$ cat src/rtl/wbs_pkg.sv
package wbs_pkg;

   // What the controller does with the warp state in a given cycle.
   typedef enum logic [2:0] {
      WB_IDLE  = 3'd0,
      WB_JOIN  = 3'd1,
      WB_TAKE  = 3'd2,
      WB_FALL  = 3'd3,
      WB_SPLIT = 3'd4,
      WB_OVF   = 3'd5
   } wb_act_e;

endpackage

$ cat src/rtl/wbs_split_unit.sv
module wbs_split_unit #(
   parameter int LANES       = 32,
   parameter int PC_W        = 32,
   parameter bit TAKEN_FIRST = 1'b1
) (
   input  logic [LANES-1:0] act_mask_i,
   input  logic [LANES-1:0] pred_i,
   input  logic [PC_W-1:0]  taken_pc_i,
   input  logic [PC_W-1:0]  fall_pc_i,
   output logic [LANES-1:0] first_mask_o,
   output logic [PC_W-1:0]  first_pc_o,
   output logic [LANES-1:0] defer_mask_o,
   output logic [PC_W-1:0]  defer_pc_o,
   output logic             diverge_o,
   output logic             any_taken_o
);

   logic [LANES-1:0] tk_mask;
   logic [LANES-1:0] nt_mask;

   assign tk_mask     = act_mask_i & pred_i;
   assign nt_mask     = act_mask_i & ~pred_i;
   assign any_taken_o = |tk_mask;
   assign diverge_o   = (|tk_mask) && (|nt_mask);

   // Pass order is a build-time option.
   generate
      if (TAKEN_FIRST) begin : g_taken_first
         assign first_mask_o = tk_mask;
         assign first_pc_o   = taken_pc_i;
         assign defer_mask_o = nt_mask;
         assign defer_pc_o   = fall_pc_i;
      end else begin : g_fall_first
         assign first_mask_o = nt_mask;
         assign first_pc_o   = fall_pc_i;
         assign defer_mask_o = tk_mask;
         assign defer_pc_o   = taken_pc_i;
      end
   endgenerate

endmodule

$ cat src/rtl/wbs_recon_stack.sv
module wbs_recon_stack #(
   parameter int W     = 64,
   parameter int DEPTH = 8
) (
   input  logic         clk_i,
   input  logic         rst_ni,
   input  logic         push2_i,
   input  logic [W-1:0] lo_data_i,
   input  logic [W-1:0] hi_data_i,
   input  logic         pop_i,
   output logic [W-1:0] top_o,
   output logic         empty_o,
   output logic         room2_o
);

   localparam int CW = $clog2(DEPTH + 1);
   localparam int IW = (DEPTH > 1) ? $clog2(DEPTH) : 1;

   logic [W-1:0]  slot_q [DEPTH];
   logic [CW-1:0] cnt_q;
   logic [CW:0]   cnt_x;

   assign cnt_x   = {1'b0, cnt_q};
   assign empty_o = (cnt_q == '0);
   assign room2_o = (cnt_x + (CW+1)'(2)) <= (CW+1)'(DEPTH);
   assign top_o   = slot_q[IW'(cnt_q - CW'(1))];

   // A push2 writes the merge record first and the deferred record above it.
   always_ff @(posedge clk_i) begin
      for (int i = 0; i < DEPTH; i++) begin
         if (push2_i && (cnt_x == (CW+1)'(i)))
            slot_q[i] <= lo_data_i;
         else if (push2_i && ((cnt_x + (CW+1)'(1)) == (CW+1)'(i)))
            slot_q[i] <= hi_data_i;
      end
   end

   always_ff @(posedge clk_i) begin
      if (!rst_ni)
         cnt_q <= '0;
      else if (push2_i)
         cnt_q <= cnt_q + CW'(2);
      else if (pop_i && !empty_o)
         cnt_q <= cnt_q - CW'(1);
   end

endmodule

$ cat src/rtl/warp_branch_serializer.sv
module warp_branch_serializer #(
   parameter int              LANES       = 32,
   parameter int              PC_W        = 32,
   parameter int              DEPTH       = 8,
   parameter bit              TAKEN_FIRST = 1'b1,
   parameter logic [PC_W-1:0] RST_PC      = '0
) (
   input  logic             clk_i,
   input  logic             rst_ni,
   input  logic             br_vld_i,
   input  logic [LANES-1:0] br_pred_i,
   input  logic [PC_W-1:0]  br_taken_pc_i,
   input  logic [PC_W-1:0]  br_fall_pc_i,
   input  logic [PC_W-1:0]  br_join_pc_i,
   input  logic             join_vld_i,
   output logic [LANES-1:0] act_mask_o,
   output logic [PC_W-1:0]  next_pc_o,
   output logic             ovf_o
);
   import wbs_pkg::*;

   localparam int EW = LANES + PC_W;

   // Elaboration-time parameter checks.
   if (LANES < 2) begin : g_bad_lanes
      $error("warp_branch_serializer: LANES must be at least 2");
   end
   if (PC_W < 1) begin : g_bad_pcw
      $error("warp_branch_serializer: PC_W must be at least 1");
   end
   if (DEPTH < 2) begin : g_bad_depth
      $error("warp_branch_serializer: DEPTH must hold one split (2 records)");
   end

   logic [LANES-1:0] mask_q;
   logic [PC_W-1:0]  pc_q;
   logic             ovf_q;

   logic [LANES-1:0] first_mask, defer_mask;
   logic [PC_W-1:0]  first_pc, defer_pc;
   logic             diverge, any_taken;
   logic [EW-1:0]    top_rec;
   logic             stk_empty, stk_room2;
   wb_act_e          act;

   wbs_split_unit #(
      .LANES      (LANES),
      .PC_W       (PC_W),
      .TAKEN_FIRST(TAKEN_FIRST)
   ) u_split (
      .act_mask_i  (mask_q),
      .pred_i      (br_pred_i),
      .taken_pc_i  (br_taken_pc_i),
      .fall_pc_i   (br_fall_pc_i),
      .first_mask_o(first_mask),
      .first_pc_o  (first_pc),
      .defer_mask_o(defer_mask),
      .defer_pc_o  (defer_pc),
      .diverge_o   (diverge),
      .any_taken_o (any_taken)
   );

   // Join has priority; a branch in the same cycle is discarded.
   always_comb begin
      act = WB_IDLE;
      if (join_vld_i) begin
         if (!stk_empty) act = WB_JOIN;
      end else if (br_vld_i) begin
         if (diverge)        act = stk_room2 ? WB_SPLIT : WB_OVF;
         else if (any_taken) act = WB_TAKE;
         else                act = WB_FALL;
      end
   end

   wbs_recon_stack #(
      .W    (EW),
      .DEPTH(DEPTH)
   ) u_stack (
      .clk_i    (clk_i),
      .rst_ni   (rst_ni),
      .push2_i  (act == WB_SPLIT),
      .lo_data_i({mask_q, br_join_pc_i}),
      .hi_data_i({defer_mask, defer_pc}),
      .pop_i    (act == WB_JOIN),
      .top_o    (top_rec),
      .empty_o  (stk_empty),
      .room2_o  (stk_room2)
   );

   always_ff @(posedge clk_i) begin
      if (!rst_ni) begin
         mask_q <= '1;
         pc_q   <= RST_PC;
         ovf_q  <= 1'b0;
      end else begin
         unique case (act)
            WB_JOIN: begin
               mask_q <= top_rec[EW-1:PC_W];
               pc_q   <= top_rec[PC_W-1:0];
            end
            WB_SPLIT: begin
               mask_q <= first_mask;
               pc_q   <= first_pc;
            end
            WB_TAKE: pc_q  <= br_taken_pc_i;
            WB_FALL: pc_q  <= br_fall_pc_i;
            WB_OVF:  ovf_q <= 1'b1;
            default: ;
         endcase
      end
   end

   assign act_mask_o = mask_q;
   assign next_pc_o  = pc_q;
   assign ovf_o      = ovf_q;

endmodule

$ cat config.mk
export PLATFORM = sky130hd
export DESIGN_NAME = warp_branch_serializer
export DESIGN_NICKNAME = d
export VERILOG_FILES = /design/src/rtl/wbs_pkg.sv /design/src/rtl/wbs_split_unit.sv /design/src/rtl/wbs_recon_stack.sv /design/src/rtl/warp_branch_serializer.sv
export SDC_FILE = /design/constraint.sdc
export NUM_CORES = 1
export LEC_CHECK = 0
export BUFFER_PORTS_ARGS = -buffer_cell sky130_fd_sc_hd__buf_2
export CAP_MARGIN = 10
export CORE_UTILIZATION = 55
export DETAILED_ROUTE_END_ITERATION = 12
export HOLD_SLACK_MARGIN = 0.05
export PLACE_DENSITY_LB_ADDON = 0.15
export SLEW_MARGIN = 10
export SYNTH_ARGS = -nofsm -noshare
export SYNTH_HDL_FRONTEND = slang
export SYNTH_SLANG_ARGS = --single-unit
$ cat constraint.sdc
create_clock -name clk_i -period 20 [get_ports clk_i]
set_input_delay 5 -clock clk_i [delete_from_list [all_inputs] [get_ports clk_i]]
set_output_delay 5 -clock clk_i [all_outputs]
set_load 0.1 [all_outputs]
[Word level (Yosys, flattened, before mapping)]
Memory sizes are Yosys's and may differ from the RTL's.
Index checks and enable logic that the tools add are counted.
Cells by class
  reduce and logical (&&, ||, !) cells: 34
  mux-type cells: 76
  bitwise operators: 11
  equal/unequal tests: 19
  magnitude comparators: 1
  add/sub/neg operators: 4
Operators by type and width (count)
  $mux W64: 14
  $reduce_or A64 Y1: 6
  $pmux W32 S3: 1
  $and A32 B32 Y32: 2
  $pmux W32 S2: 1
  $reduce_or A32 Y1: 2
  $mux W1: 49
  $not A32 Y32: 1
  $mux W3: 9
  $eq A5 B3 Y1 const B: 4
  $logic_and A1 B1 Y1: 18
  $eq A4 B3 Y1 const B: 4
  $eq A5 B2 Y1 const B: 2
  $logic_not A5 Y1: 2
  $eq A4 B2 Y1 const B: 2
  $mux W4: 2
  $or A1 B1 Y1: 8
  $eq A3 B2 Y1 const B: 2
  $eq A3 B3 Y1 const B: 2
  $add A4 B1 Y5 const B: 1
  $add A4 B2 Y5 const B: 1
  $eq A5 B1 Y1 const B: 1
  $le A5 B4 Y1 const B: 1
  $add A4 B2 Y4 const B: 1
  8 further kinds: 9
Storage, ports and cells
  RAM bits: 512
  input bits: 132
  memories: 1
  output and inout bits: 65
  logic and storage cells: 150
  bits in registers: 69
Memories
  u_stack.slot_q: words 8, width 64, rd ports 1, clocked after Yosys merged registers in 0, write ports 2, line wbs_recon_stack.sv:19  | logic [W-1:0] slot_q [DEPTH];

[Logic depth before layout (Yosys ltp)]
Gate-level depths: netlist of the first run.
  depth in word-level cells: 17
  gate-level depth with buffers: 14
  gate-level depth less buffers: 8

[Cells and area by module]
A second synthesis of the first run with hierarchy kept.
Second synthesis, totals
  cells, all modules: 2009
  area total of the unflattened synthesis: 30346.6 um2
By module, submodules not included
  wbs_recon_stack: sequential area each 15454.8 um2, times used 1, cells an instance 1391, area an instance 25766.0 um2
  warp_branch_serializer: sequential area each 1301.2 um2, times used 1, cells an instance 468, area an instance 3485.8 um2
  wbs_split_unit: sequential area each 0.0 um2, times used 1, cells an instance 150, area an instance 1094.8 um2

[Worst setup path after synthesis of the first run]
Ideal clock, no wire load.
  path kind: input to register
  start: input port br_pred_i[1]
  end: memory u_stack.slot_q[1][0] (enable)
  setup slack: 10009 ps
  arrival time: 9484 ps
  cell stages on the path: 8
  library setup time: 507 ps
  buffers on the path: 3
  data required time: 19493 ps
  cell sequence: clkbuf_1 > a22oi_1 > nand4_1 > or4_1 > o2111ai_2 > buf_2 > buf_2 > a21oi_1
RTL lines
  start: declaration: line warp_branch_serializer.sv:11  | input logic [LANES-1:0] br_pred_i,
  end: declaration: line wbs_recon_stack.sv:19

==> results of run 1 <==
==> layout make-up <==
cell class / instances / share of cell area (%)
clock inverters: 25 / 0.890
diodes: 2 / 0.0157
repair buffers: 227 / 3.84
multi-input cells: 1081 / 34.2
clock buffers: 89 / 5.40
inverters: 46 / 0.541
flip-flops and latches: 581 / 52.5
well taps: 672 / 2.63
==> logic make-up after synthesis <==
kind of cell / share of synthesized area, %
AO/OA/AOI/OAI: 12.4
XOR/XNOR: 0.185
adder cells (fa/ha/maj): 0.440
buffers and inverters: 3.52
flip-flops: 58.9
multiplexers: 21.5
AND/OR/NAND/NOR: 3.07
==> worst paths after layout <==
kind                    startpoint              endpoint  depth (start not counted)
setup reg to reg  u_stack.cnt_q[0]          next_pc_o[1]                          8
hold / removal       next_pc_o[21]         next_pc_o[21]                          2
hold reg to reg      next_pc_o[21]         next_pc_o[21]                          2
setup / recovery     br_pred_i[21]  u_stack.slot_q[5][0]                          8
==> power by group through the flow <==
| stage | combinational, mW | sequential, mW | clock, mW |
|---|---|---|---|
| 2_1_floorplan | 0.939 | 2.03 | 0 |
| 4_1_cts | 1.67 | 1.71 | 1.16 |
| 5_1_grt | 1.76 | 1.73 | 1.20 |
| 6_report | 1.67 | 1.71 | 1.15 |
| 3_5_place_dp | 1.67 | 1.73 | 0 |
| 3_3_place_gp | 1.64 | 1.72 | 0 |
==> Yosys cell counts, types with 32 or more instances <==
| cell | instances |
|---|---|
| edfxtp_1 | 512 |
| o211ai_1 | 96 |
| mux4_2 | 128 |
| dfxtp_1 | 69 |
| nand3_1 | 42 |
| clkbuf_1 | 138 |
| a21boi_0 | 196 |
| nand2_1 | 85 |
| mux2_1 | 79 |
| buf_2 | 39 |
| inv_1 | 39 |
| a21boi_1 | 60 |
| a32oi_1 | 33 |
| mux2_2 | 177 |
| a221oi_1 | 32 |
| mux2i_1 | 34 |
==> layer usage <==
layer / part of all wire [%] / vias up
met5: 0.047 / -
met3: 7.2 / 128
met4: 2.4 / 6
met1: 40 / 9394
li1: - / 7776
met2: 50 / 725
==> flip-flops by register name, indices dropped and copies added, names as in the netlist <==
register / cells
act_mask_o: 32
next_pc_o: 32
ovf_o: 1
u_stack.slot_q: 512
u_stack.cnt_q: 4
==> worst register-to-register path, cell delays in order (launching register included) <==
cell and delay, ns:
dfxtp_4 0.99, inv_1 0.33, ha_4 1.08, buf_4 1.00, mux4_2 0.41, nand2_1 0.05, nand3_1 0.14, o211ai_1 0.20
a221oi_1 0.33
==> impl_metrics.yaml, run 1 <==
run_status:
  outcome: "completed"
cts:
  ctsRootBufferMaster: "clkbuf_16"
  cts_sinks: 581
  cts_resized: 0
  worstSkewPairLatency_ns: 0.63
  clk_path_buf_depth: 3
  cts_setup_buffers: 0
  cts_buffers: 60
  htreeDepth: 2
  cts_hold_buffers: 0
  clk_pin_slew_worst_paths_ns: 0.06
  cts_tree: "yes"
layout:
  fin_nets: 2139
  layout-drive-gt1-share_pct: 32.1
  fin_util_pct: 63.1
  multi_input_area_sq_um: 10900
  final_cell_mix: "512 x edfxtp_1, 196 x a21boi_0, 196 x buf_2, 177 x mux2_2, 128 x mux4_2"
  fillers: 3773
  design_area_sq_um: 31900
  area_delta_synth_final_pct: 12.2
  seqCellArea_sq_um: 16800
  layout_commonest_cell: "edfxtp_1"
  stdcell_count: 2723
drt:
  drtAntennaViolNets: 0
  drt-wirelength-per-cell_um: 28.4
  vias: 18029
  drt_pass1_iterations: 5
  post_drt_via_cell_ratio: 6.62
  route.detailed.drc: 0
  first_iter_violations: 1906
  totalWireLength_um: 77300
sta:
  setup_ws_ns: 11.56
  post-route-period-util_pct: 42.2
  slew_violations: 0
  worst_slew_pin_slew_ns: 1.22
  hold_viol_final: 0
  fin_setup_tns_ns: 0
  holdWs_ns: 0.470
  fin_crit_ns: 8.44
  slew_headroom_pct: 18.8
  rsz0062_at_grt: "no"
  finalSetupViolations: 0
  skew_ns: 0.0204
  max_clock_freq_ghz: 0.118
floorplan:
  rows: 82
  start_util_pct: 56.2
  ioPinCount: 197
  fp.coreArea_sq_um: 50600
  die_area_sq_um: 52600
  die_x_um: 229
  fp.dieH_um: 229
grt:
  busiest_layer: "met2"
  grt.total_usage_pct: 29.5
  grtUsageMet1_pct: 39.4
  antenna_found_initial: 5
  grt_start_max_net_pins: 92
  grt_pass1_wl_um: 116000
  grtUsageMet2_pct: 49.5
  grt-ovfl-total: 0
  globalRouteMet3Util_pct: 4.64
  grt_pass1_vias: 18437
placement:
  post_dp_cell_area_sq_um: 29900
  gp_congestion: 0.785
  pre_cts_slack_ns: 11.01
  portBuffers: 196
  dp_cells: 2607
  dpl.hpwl_um: 41400
setup_path:
  critPathArrivalTime_ns: 8.81
  path_max_fanout: 32
  cp_data_required_time_ns: 20.37
  ff2ff_setup_slack_ns: 15.37
  cp_slowest_cell: "or2_2"
  path_delay_family: "simple AND/OR/NAND/NOR gates"
  cp_cell_sequence: "buf_2 -> inv_2 -> a2111oi_0 -> nand4_1 -> o2111ai_4 -> buf_4 -> or2_2 -> mux2_2"
  crit_path_start_kind: "input pin"
  setup.worst_path.class: "in -> reg"
  slowest_delay_ns: 0.94
  crit_buf_inv: 3
  endpoint_kind: "flop"
yosys:
  syn_nets: 2052
  synth_seq_cells: 581
  synth_area_leaders: "edfxtp_1 54%, mux4_2 10%, mux2_2 7.0%"
  yosys.area.top_type_share_pct: 54.0
  synth_area_sq_um: 28500
  synth_edf_count: 512
  synth-seq-area-share_pct: 58.9
  synth_flop_cell: "edfxtp_1"
  syn_inst: 1910
  ys_warn_count: 0
  synthArstFlopShare_pct: 0
  syn_avg_cell_area_sq_um: 14.9
  synth_top_area_cell: "edfxtp_1"
  yosysUniqueCellTypes: 44
power_and_ir_drop:
  leakage_nw: 10.5
  p_seq_share_pct: 37.8
  p_sw_share_pct: 37.7
  comb_power_share_pct: 36.9
  internal-power_mw: 2.82
  power_density_nw_per_um2: 142
  ir_drop_uv: 103
  p_sw_mw: 1.71
  clkPwrFrac_pct: 25.3
  p_total_mw: 4.53
run:
  drv_cap: 0
min_path:
  worstHoldPathType: "reg -> reg"
Power figures use the tool's default switching activity.
==> run 2, diff against run 1 <==
clock period = 8.1 ns   (was 20 ns; I/O delays follow)
==> run 2 against run 1 <==
  * Critical path depth rose by 1
  * Combinational power rose by 150%
  * Setup slack got worse by 9.0 ns
  * Utilization fell by 0.11 points
  * Design area fell by 0.17%
  * Sequential share of layout area rose by 0.089 points
  * Sequential power rose by 150%
  * First-iteration DRC count fell by 11%
  * Largest cell class unchanged
==> impl_metrics.yaml, run 2 (synthesis gave the netlist of run 1 again) <==
min_path:
  hold_start: "next_pc_o[6]"
  holdPathStages: 2
  hold_end: "next_pc_o[6]"
  worstHoldPathType: "reg -> reg"
power_and_ir_drop:
  clkPwrFrac_pct: 24.8
  leakage_nw: 10.5
  p_sw_mw: 4.22
  comb_power_share_pct: 37.2
  internal-power_mw: 6.87
  power_density_nw_per_um2: 348
  p_total_mw: 11.1
  ir_drop_uv: 249
  p_seq_share_pct: 38.0
  p_sw_share_pct: 38.1
cts:
  worstSkewPairLatency_ns: 0.63
  cts_resized: 0
  htreeDepth: 2
  cts_buffers: 61
  cts_setup_buffers: 0
  cts_tree: "yes"
  cts_hold_buffers: 0
  clk_path_buf_depth: 3
  ctsRootBufferMaster: "clkbuf_16"
  cts_sinks: 581
  clk_pin_slew_worst_paths_ns: 0.06
grt:
  grt-ovfl-total: 0
  antenna_found_initial: 6
  grt.total_usage_pct: 30.1
  grt_pass1_vias: 19116
  grt_start_max_net_pins: 67
  grt_pass1_wl_um: 119000
placement:
  portBuffers: 196
  gp_congestion: 0.780
  dpl.hpwl_um: 42800
  post_dp_cell_area_sq_um: 29900
setup_path:
  slowest_delay_ns: 0.88
  r2r-start: "u_stack.cnt_q[2]"
  setup.worst_path.class: "in -> reg"
  crit_top_cell: "buf_4"
  r2r_end: "u_stack.slot_q[3][18]"
  r2r_cells: 8
  critPathArrivalTime_ns: 5.87
  ff2ff_setup_slack_ns: 3.19
  endpoint_kind: "flop"
  cp_cell_sequence: "buf_2 -> inv_2 -> a2111oi_0 -> nand4_1 -> o2111ai_4 -> buf_4 -> nor2_4 -> buf_4 -> mux2_2"
  crit_path_start_kind: "input pin"
  path_max_fanout: 41
  cp_slowest_cell: "o2111ai_4"
  cp_data_required_time_ns: 8.47
layout:
  design_area_sq_um: 31900
  largest_reg_flops: 512
  top_register: "u_stack.slot_q"
  fin_util_pct: 63.0
  final_cell_mix: "512 x edfxtp_1, 196 x a21boi_0, 196 x buf_2, 177 x mux2_2, 128 x mux4_2"
  area_delta_synth_final_pct: 12.0
  fin_nets: 2141
  layout-drive-gt1-share_pct: 32.1
  layout_commonest_cell: "edfxtp_1"
drt:
  drtAntennaViolNets: 0
  first_iter_violations: 1702
  drt-wirelength-per-cell_um: 28.8
  totalWireLength_um: 78500
  post_drt_via_cell_ratio: 6.66
  vias: 18157
  route.detailed.drc: 0
  drt_pass1_iterations: 6
sta:
  post-route-period-util_pct: 67.9
  skew_ns: 0.0126
  slew_headroom_pct: 15.7
  finalSetupViolations: 0
  fin_setup_tns_ns: 0
  slew_violations: 0
  hold_viol_final: 0
  max_clock_freq_ghz: 0.182
  fin_crit_ns: 5.50
  worst_slew_pin_slew_ns: 1.26
  rsz0062_at_grt: "no"
floorplan:
  start_util_pct: 56.2
  die_area_sq_um: 52600
  fp.coreArea_sq_um: 50600
  fp.dieH_um: 229
  rows: 82
  ioPinCount: 197
  die_x_um: 229
run_status:
  outcome: "completed"
run:
  drv_cap: 0
[run 2: cell count changes in the layout (fill, tap and decap cells not counted), sizes merged]
| cell | previous run | this run |
|---|---|---|
| buf | 227 | 228 |
| inv | 48 | 46 |
| diode | 2 | 3 |
| clkinv | 16 | 20 |
| clkinvlp | 1 | 2 |
| clkbuf | 89 | 92 |
| bufinv | 6 | 2 |
[run 2: layer usage]
metal  vias to the layer above  wire [um]  global-route usage (%)
met5                         -         26                       0
li1                       7790          -                       -
met2                       827      38900                    50.8
met3                       128       6570                    5.00
met1                      9406      31200                    40.2
met4                         6       1740                    8.63
[run 2: power groups by stage]
stage               registers [mW]  clock network, mW  logic (mW)
global route                  4.26               2.88        4.37
global placement              4.24                  0        4.07
floorplan                     5.02                  0        2.32
CTS                           4.21               2.78        4.14
finish                        4.21               2.75        4.13
detailed placement            4.27                  0        4.13
[run 2: how the worst max path moves through the flow]
stage | start | endpoint | slack (ns) | cells after the start
detailed placement | br_pred_i[10] | u_stack.slot_q[7][1] | 1.97 | 9
global placement | br_pred_i[21] | u_stack.slot_q[5][0] | 2.03 | 7
floorplan | br_pred_i[1] | u_stack.slot_q[1][0] | 1.08 | 8
finish | br_pred_i[21] | u_stack.slot_q[7][26] | 2.60 | 9
CTS | br_pred_i[10] | u_stack.slot_q[5][0] | 2.61 | 7
global route | br_pred_i[30] | u_stack.slot_q[7][24] | 2.46 | 9
[run 2: area by class of cell]
type | count | area (sq um)
diodes | 3 | 7.51
repair buffers | 228 | 1220
clock inverters | 24 | 169
inverters | 46 | 173
flip-flops and latches | 581 | 16800
fillers | 3733 | 18700
clock buffers | 92 | 1790
well taps | 672 | 841
multi-input cells | 1081 | 10900
[run 2: critical path, delay by kind of cell]
kind / cells / cell delay, ns
buffers and inverters: 4 / 1.07
AND/OR/NAND/NOR: 2 / 0.71
AO/OA/AOI/OAI: 2 / 1.66
multiplexers: 1 / 0.36
[run 2: metrics by stage]
step           hold slack (ns)  instances  setup WS [ns]
3_3_place_gp             0.455       2608           2.03
2_1_floorplan            0.548       1910           1.08
3_5_place_dp             0.459       2608           1.97
4_1_cts                  0.468       2724           2.61
5_1_grt                  0.480       2724           2.46
6_report                 0.467       2727           2.60
==> run 3, diff against run 2 <==
clock period = 5.53 ns   (was 8.1 ns; I/O delays follow)
==> run 3 against run 2 <==
  * Combinational power rose by 47%
  * Sequential cell count did not move
  * Critical path depth rose by 1
  * Critical endpoint is now u_stack.slot_q[3][9]
  * Count of clock-buffer cells in the layout fell by 14
  * Setup slack got worse by 1.2 ns
  * Global-route usage fell by 0.71 points
  * Register-to-register slack got worse by 1.7 ns
  * Hold slack barely moved
  * Design area rose by 0.70%
  * Clock power rose by 44%
  * Die area did not move
  * Largest cell class unchanged
  * Highest routed layer unchanged
==> impl_metrics.yaml, run 3 (synthesis gave the netlist of run 1 again) <==
grt:
  antenna_found_initial: 10
  grtUsageMet2_pct: 48.9
  grt-ovfl-total: 0
  globalRouteMet3Util_pct: 5.07
  busiest_layer: "met2"
  grtUsageMet1_pct: 38.8
  grt_pass1_wl_um: 116000
  grt_pass1_vias: 19009
  grt.total_usage_pct: 29.4
  grt_start_max_net_pins: 109
floorplan:
  fp.dieH_um: 229
  fp.coreArea_sq_um: 50600
  die_area_sq_um: 52600
  rows: 82
  die_x_um: 229
  ioPinCount: 197
  start_util_pct: 56.2
cts:
  worstSkewPairLatency_ns: 0.64
  clk_pin_slew_worst_paths_ns: 0.06
  htreeDepth: 2
  cts_buffers: 61
  ctsRootBufferMaster: "clkbuf_16"
  cts_hold_buffers: 0
  cts_setup_buffers: 0
  cts_resized: 0
  clk_path_buf_depth: 3
  cts_tree: "yes"
  cts_sinks: 581
layout:
  layout-drive-gt1-share_pct: 32.4
  area_delta_synth_final_pct: 12.8
  top_register: "u_stack.slot_q"
  largest_reg_flops: 512
  layout_commonest_cell: "edfxtp_1"
  final_cell_mix: "512 x edfxtp_1, 196 x a21boi_0, 196 x buf_2, 177 x mux2_2, 128 x mux4_2"
  fin_nets: 2158
  fin_util_pct: 63.4
sta:
  max_clock_freq_ghz: 0.244
  slew_headroom_pct: 23.4
  skew_ns: 0.0231
  setup_ws_ns: 1.43
  finalSetupViolations: 0
  hold_viol_final: 0
  slew_violations: 0
  worst_slew_pin_slew_ns: 1.15
  post-route-period-util_pct: 74.2
  fin_crit_ns: 4.10
  rsz0062_at_grt: "no"
  holdWs_ns: 0.467
setup_path:
  slowest_delay_ns: 0.67
  setup.worst_path.class: "in -> reg"
  crit_path_start_kind: "input pin"
  cp_cell_sequence: "buf_2 -> inv_1 -> a2111oi_0 -> buf_4 -> nand4_1 -> o2111ai_4 -> buf_4 -> nor2_4 -> buf_4 -> mux2_2"
  cp_slowest_cell: "o2111ai_4"
  cp_data_required_time_ns: 5.91
  critPathArrivalTime_ns: 4.49
  ff2ff_setup_slack_ns: 1.50
  endpoint_kind: "flop"
  crit_top_cell: "buf_4"
  path_max_fanout: 41
drt:
  drt_pass1_iterations: 5
  route.detailed.drc: 0
  drtAntennaViolNets: 0
  drt-wirelength-per-cell_um: 28.0
  vias: 18032
  first_iter_violations: 1761
  post_drt_via_cell_ratio: 6.57
  totalWireLength_um: 76800
run_status:
  outcome: "completed"
power_and_ir_drop:
  ir_drop_uv: 445
  power_density_nw_per_um2: 505
  leakage_nw: 10.6
placement:
  portBuffers: 196
  gp_congestion: 0.810
  dpl.hpwl_um: 43800
  pre_cts_slack_ns: 0.821
min_path:
  worstHoldPathType: "reg -> reg"
run:
  drv_cap: 0
[run 3: changes by cell type in the layout (fill, tap and decap cells not counted), moves of 2 or more]
cell / previous run / this run
buf_12: 0 / 12
buf_4: 32 / 37
bufinv_16: 2 / 4
clkbuf_1: 19 / 14
clkbuf_16: 63 / 61
clkbuf_8: 10 / 3
clkinv_1: 9 / 16
diode_2: 3 / 5
inv_6: 1 / 3
[run 3: layout make-up]
class | instances | area (sq um)
Antenna cell | 5 | 12.5
Clock buffer | 78 | 1620
Clock inverter | 36 | 278
Fill cell | 3745 | 18500
Inverter | 46 | 173
Multi-Input combinational cell | 1081 | 10900
Sequential cell | 581 | 16800
Tap cell | 672 | 841
Timing Repair Buffer | 245 | 1500
[run 3: path summary, 6_finish.rpt]
path	from	endpoint	cells after the start
setup / recovery	br_pred_i[10]	u_stack.slot_q[3][9]	10
hold reg to reg	next_pc_o[28]	next_pc_o[28]	2
setup reg to reg	u_stack.cnt_q[2]	u_stack.slot_q[0][46]	8
hold / removal	next_pc_o[28]	next_pc_o[28]	2
[run 3: worst max-delay path, delay by kind of cell]
kind	cells	cell delay, ns
multiplexers	1	0.35
AO/OA/AOI/OAI	2	1.20
buffers and inverters	5	1.14
AND/OR/NAND/NOR	2	0.37
[run 3: metal layers]
metal,part of all wire (%),routed length [um]
met5,0.077,59
met4,3.1,2370
met3,6.9,5280
met2,49,37700
met1,41,31400
[run 3: metrics by stage]
| step | cell area (sq um) | total power [mW] | TNS (ns) | std cells |
|---|---|---|---|---|
| CTS | 32100 | 16.3 | 0 | 2739 |
| global route | 32100 | 16.8 | 0 | 2741 |
| global placement | 30200 | 12.2 | 0 | 2625 |
| floorplan | 28500 | 10.7 | -403.13 | 1910 |
| finish | 32100 | 16.2 | 0 | 2744 |
| detailed placement | 30200 | 12.3 | 0 | 2625 |
[run 3: where the power goes]
group / total [mW] / internal (mW) / switching [mW] / leakage [nW]
sequential: 6.16 / 5.70 / 0.466 / 5.13
combinational: 6.09 / 2.11 / 3.98 / 4.54
clock: 3.96 / 2.24 / 1.72 / 0.931
